[src/rtl/pinlock_pkg.sv]
package pinlock_pkg;
  localparam int unsigned MAX_BANKS     = 8;
  localparam int unsigned BANK_SEL_W    = $clog2(MAX_BANKS);
  localparam logic [11:0] KEY_ADDR      = 12'h520;
  localparam logic [11:0] LOCK_BASE     = 12'h500;
  localparam logic [31:0] KEY_VALUE     = 32'h00A5A501;
endpackage

[src/rtl/pl_arm_ctrl.sv]
module pl_arm_ctrl #(
  parameter int unsigned ADDR_W = 12,
  parameter int unsigned DATA_W = 32
) (
  input  logic              clk,
  input  logic              rst_n,
  input  logic              wr_en,
  input  logic [ADDR_W-1:0] addr,
  input  logic [DATA_W-1:0] wdata,
  output logic              armed_q
);
  localparam logic [ADDR_W-1:0] KEY_A = ADDR_W'(pinlock_pkg::KEY_ADDR);
  localparam logic [DATA_W-1:0] KEY_V = DATA_W'(pinlock_pkg::KEY_VALUE);

  logic key_hit;
  assign key_hit = (addr == KEY_A) && (wdata == KEY_V);

  // every write decides the next arming state; reads leave it alone
  always_ff @(posedge clk or negedge rst_n) begin
    if (!rst_n)     armed_q <= 1'b0;
    else if (wr_en) armed_q <= key_hit;
  end
endmodule

[src/rtl/pl_lock_word.sv]
module pl_lock_word #(
  parameter int unsigned PIN_W = 32
) (
  input  logic             clk,
  input  logic             rst_n,
  input  logic             load,
  input  logic [PIN_W-1:0] wdata,
  output logic [PIN_W-1:0] word_q
);
  always_ff @(posedge clk or negedge rst_n) begin
    if (!rst_n)    word_q <= '1;
    else if (load) word_q <= wdata;
  end
endmodule

[src/rtl/pl_write_qual.sv]
module pl_write_qual #(
  parameter int unsigned NUM_BANKS = 4,
  parameter int unsigned PIN_W     = 32,
  parameter int unsigned BSEL_W    = 3,
  parameter int unsigned PSEL_W    = 8
) (
  input  logic [NUM_BANKS*PIN_W-1:0] lock_flat,
  input  logic [BSEL_W-1:0]          q_bank,
  input  logic [PIN_W-1:0]           q_wmask,
  input  logic [PSEL_W-1:0]          q_pin,
  output logic [PIN_W-1:0]           q_allow_mask,
  output logic                       q_pin_allow
);
  localparam int unsigned TOTAL = NUM_BANKS * PIN_W;

  always_comb begin
    q_allow_mask = '0;
    for (int b = 0; b < NUM_BANKS; b++) begin
      if (q_bank == BSEL_W'(b))
        q_allow_mask = q_wmask & ~lock_flat[b*PIN_W +: PIN_W];
    end
  end

  always_comb begin
    q_pin_allow = 1'b0;
    for (int p = 0; p < TOTAL; p++) begin
      if (q_pin == PSEL_W'(p)) q_pin_allow = ~lock_flat[p];
    end
  end
endmodule

[src/rtl/pinlock_unit.sv]
module pinlock_unit #(
  parameter int unsigned NUM_BANKS = 4,
  parameter int unsigned PIN_W     = 32,
  parameter int unsigned ADDR_W    = 12
) (
  input  logic                       clk,
  input  logic                       rst_n,
  input  logic                       wr_en,
  input  logic                       rd_en,
  input  logic [ADDR_W-1:0]          addr,
  input  logic [PIN_W-1:0]           wdata,
  output logic [PIN_W-1:0]           rdata,
  output logic                       rd_valid,
  output logic [NUM_BANKS*PIN_W-1:0] locked_o,
  input  logic [2:0]                 q_bank,
  input  logic [PIN_W-1:0]           q_wmask,
  output logic [PIN_W-1:0]           q_allow_mask,
  input  logic [7:0]                 q_pin,
  output logic                       q_pin_allow
);
  localparam int unsigned BSEL_W = pinlock_pkg::BANK_SEL_W;
  localparam int unsigned BLK_SH = BSEL_W + 2;
  localparam logic [ADDR_W-1:0] LOCK_BLK = ADDR_W'(pinlock_pkg::LOCK_BASE >> BLK_SH);

  logic              armed_q;
  logic              is_lock;
  logic [BSEL_W-1:0] bank_idx;
  logic [PIN_W-1:0]  words [NUM_BANKS];
  logic [PIN_W-1:0]  rd_word;

  assign is_lock  = (addr[1:0] == 2'b00) && ((addr >> BLK_SH) == LOCK_BLK);
  assign bank_idx = addr[BLK_SH-1:2];

  pl_arm_ctrl #(.ADDR_W(ADDR_W), .DATA_W(PIN_W)) u_arm (
    .clk(clk), .rst_n(rst_n), .wr_en(wr_en), .addr(addr), .wdata(wdata),
    .armed_q(armed_q)
  );

  for (genvar b = 0; b < NUM_BANKS; b++) begin : g_bank
    logic load_b;
    assign load_b = wr_en && armed_q && is_lock && (bank_idx == BSEL_W'(b));
    pl_lock_word #(.PIN_W(PIN_W)) u_word (
      .clk(clk), .rst_n(rst_n), .load(load_b), .wdata(wdata), .word_q(words[b])
    );
    assign locked_o[b*PIN_W +: PIN_W] = words[b];
  end

  always_comb begin
    rd_word = '0;
    for (int b = 0; b < NUM_BANKS; b++) begin
      if (is_lock && bank_idx == BSEL_W'(b)) rd_word = words[b];
    end
  end

  always_ff @(posedge clk or negedge rst_n) begin
    if (!rst_n) begin
      rdata    <= '0;
      rd_valid <= 1'b0;
    end else begin
      rd_valid <= rd_en;
      if (rd_en) rdata <= rd_word;
    end
  end

  pl_write_qual #(.NUM_BANKS(NUM_BANKS), .PIN_W(PIN_W), .BSEL_W(3), .PSEL_W(8)) u_qual (
    .lock_flat(locked_o), .q_bank(q_bank), .q_wmask(q_wmask), .q_pin(q_pin),
    .q_allow_mask(q_allow_mask), .q_pin_allow(q_pin_allow)
  );
endmodule

[config.mk]
export PLATFORM = sky130hd
export DESIGN_NAME = pinlock_unit
export DESIGN_NICKNAME = d
export VERILOG_FILES = /design/src/rtl/pinlock_pkg.sv /design/src/rtl/pl_arm_ctrl.sv /design/src/rtl/pl_lock_word.sv /design/src/rtl/pl_write_qual.sv /design/src/rtl/pinlock_unit.sv
export SDC_FILE = /design/constraint.sdc
export NUM_CORES = 1
export LEC_CHECK = 0
export ABC_AREA = 1
export BUFFER_PORTS_ARGS = -buffer_cell sky130_fd_sc_hd__buf_2
export CELL_PAD_IN_SITES_DETAIL_PLACEMENT = 1
export CELL_PAD_IN_SITES_GLOBAL_PLACEMENT = 1
export CORE_MARGIN = 10
export CORE_UTILIZATION = 34
export CTS_CLUSTER_SIZE = 30
export DETAILED_ROUTE_END_ITERATION = 16
export PLACE_DENSITY_LB_ADDON = 0.1
export SLEW_MARGIN = 20
export SYNTH_ARGS = -nofsm -noshare
export SYNTH_HDL_FRONTEND = slang
export SYNTH_HIERARCHICAL = 1
export SYNTH_SLANG_ARGS = --single-unit
[constraint.sdc]
create_clock -name clk -period 5.1 [get_ports clk]
set_input_delay 0.255 -clock clk [delete_from_list [all_inputs] [get_ports clk]]
set_output_delay 0.255 -clock clk [all_outputs]
set_load 0.005 [all_outputs]
==> reports/qor.csv <==
metric,value,unit
status,"complete, but fails checks",
failing checks,negative setup slack,
M2 GR Usage,0.4697,
minimum clock period,7.247,ns
total global routing track utilization,0.2879,
Mapped Cells,1764,
drt total wl,61290,um
kind of critical path,reg2out,
effective utilization at floorplan,0.3452,
drt pass-1 iters,6,
I/O pin count,285,
most frequent cells in the layout,"656 x nand2_1, 283 x buf_2, 262 x inv_1, 158 x nor2_1, 149 x buf_4",
Layout Skew,0.01243,ns
Nets,2220,
Placer Congestion,0.9179,
DIE WIDTH,204.8,um
Post-synth top flop,dfstp_2,
register area share after synthesis,0.3631,
CTS buffer count,17,
CP max stage cell,dfstp_2,
Worst Setup Start Kind,flip-flop,
"Largest stage delay, worst path",0.54,ns
Fmax,138.0,MHz
leakage,8.041,nW
DR vias/cell,5.231,
Synth Register Bits,162,
"EDFF count, synth",0,
DRC,0,
clock-pin slew on the worst setup and hold paths,0.07,ns
max-cap violations,0,
M1 GR Usage,0.3794,
met3 Usage GRT,0.05465,
number of global-route vias before repair,13820,
asr flop ratio synth,1.000,
"Core Util, Final",0.4390,
worst slew pin tran,0.8834,ns
WP data required,4.85,ns
crit end category,output pin,
grt ovf,0,
Seq pwr share,0.425,
Comb power frac,0.129,
synth-to-layout area growth,27.17,%
pwr dens,205.7,nW/um^2
final setup fails,1,
initial drt markers,1108,
first-pass GRT wire length,90530,um
pin count of the biggest net entering global routing,99,
Slew HR,0.4102,
core footprint,33620,sq um
Antenna Nets Post-Route,0,
"commonest non-fill, non-tap cell in the layout",nand2_1,
postcts setup bufs,0,
Final HPWL DP,44970,um
unrepaired setup endpoints after global routing,true,
Worst Hold Class,in2reg,
post-synth net total,1855,
share of layout cells above drive strength 1,0.3212,
sw power,0.8216,mW
die extent in y,204.8,um
fin. max-slew vios,0,
clock sinks,162,
count of final hold-check violations,0,
clk buf depth,2,
die footprint,41920,sq um
setup slack after layout,-2.147,ns
IO Port Bufs,284,
layer with the highest usage,met2,
Place WS,-1.978,ns
row cnt,67,
synth unique cells,41,
root buf cell,clkbuf_16,
Worst-Skew Late Latency,0.46,ns
peak supply drop,0.0002554,V
depth of the CTS H-tree,4,
hold slack,0.03410,ns
Avg Inst Size Synth,6.579,sq um
CTS tree,built,
internal cell power,2.215,mW
"most used cell, CP",nand2_1,
Via Count,13560,
Sw Ratio,0.2706,
synth warn,6,
clock power share,0.446,
initial antenna violation count,2,
Syn Std Cell Area,11600,sq um
Critical Path AT,6.99,ns
final worst-path cycle share,1.421,
CP Max Fanout,2,
DR WL/cell,23.65,um
registers in the layout (all words and copies together) (netlist names):
register              cells
g_bank.u_word/word_q    128
rd_valid                  1
u_arm/armed_q             1
rdata                    32
through the flow:
step | cell area [sq um] | power (mW) | cells | setup TNS, ns
after floorplan | 11600 | 1.469 | 1764 | -0.04161
after global placement | 14080 | 1.691 | 2556 | -1.931
after CTS | 14740 | 3.059 | 2590 | -2.301
final | 14760 | 3.036 | 2592 | -2.147
after detailed placement | 14080 | 1.695 | 2556 | -1.978
after global routing | 14760 | 3.144 | 2592 | -2.931
cells by family after synthesis:
group,count (synthesis),synth area share
buffers and inverters,370,0.1557
and+or+nand+nor,1106,0.4112
DFF,162,0.3631
AOI/OAI and AO/OA,126,0.06997
synth_stat cells (all sizes together) (6+ instances only):
cell / number / area (sq um)
nand3b: 14 / 105.1
dfstp: 128 / 3363
nor2: 170 / 663.1
nand3: 102 / 515.5
dfrtp: 34 / 850.8
buf: 52 / 445.4
o21ai: 67 / 335.3
nand4: 89 / 563.0
clkbuf: 36 / 255.3
inv: 279 / 1077
a31oi: 12 / 75.07
nand2: 704 / 2748
a31o: 6 / 52.55
nor3: 23 / 152.7
a221oi: 32 / 280.3
what timing repair did:
item	4_1_cts	5_1_grt
endpoints found under the hold margin	16	0
gates resized for setup	11	4
hold buffers	2	0
endpoints found under the setup margin	1	1
worst max-delay path: cells and delay by family, from the launching register on:
| kind | cells | cell delay, ns |
|---|---|---|
| buf+inv | 2 | 0.19 |
| flops | 1 | 0.54 |
| simple gates | 72 | 5.79 |
layer usage:
layer	vias up	share of wire	wire length, um
li1	6245	-	-
met1	6761	0.43	26640
met2	497	0.48	29200
met3	56	0.069	4256
met4	0	0.020	1197
met5	-	0	0
path summary, 6_finish.rpt:
| check | cells past startpoint | from | slack [ns] | end |
|---|---|---|---|---|
| worst min register to register | 2 | rdata[14] | 0.47 | rdata[14] |
| min in group asynchronous | 2 | rst_n | 0.36 | rdata[21] |
| max in group asynchronous | 3 | rst_n | 3.69 | rdata[2] |
| worst max register to register | 5 | u_arm/armed_q | 3.31 | g_bank[3].u_word/word_q[31] |
| worst min-delay path | 3 | wdata[1] | 0.03 | g_bank[1].u_word/word_q[1] |
| worst max-delay path | 74 | g_bank[0].u_word/word_q[0] | -2.15 | q_pin_allow |
power by group through the flow:
stage,clock network [mW],registers [mW],logic (mW)
finish,1.35,1.29,0.392
global route,1.43,1.29,0.424
CTS,1.38,1.29,0.390
detailed placement,0,1.31,0.384
global placement,0,1.31,0.380
floorplan,0,1.31,0.158
layout make-up:
type / instances / area (sq um)
antenna: 2 / 5.005
sequential: 162 / 4214
clock buffer: 28 / 526.8
inverter: 279 / 1077
fill: 4462 / 18860
timing repair buffer: 437 / 2606
tap: 448 / 560.5
multi-input combinational: 1232 / 5698
clock inverter: 4 / 70.07
No activity file was read; power rests on OpenSTA's default activity.
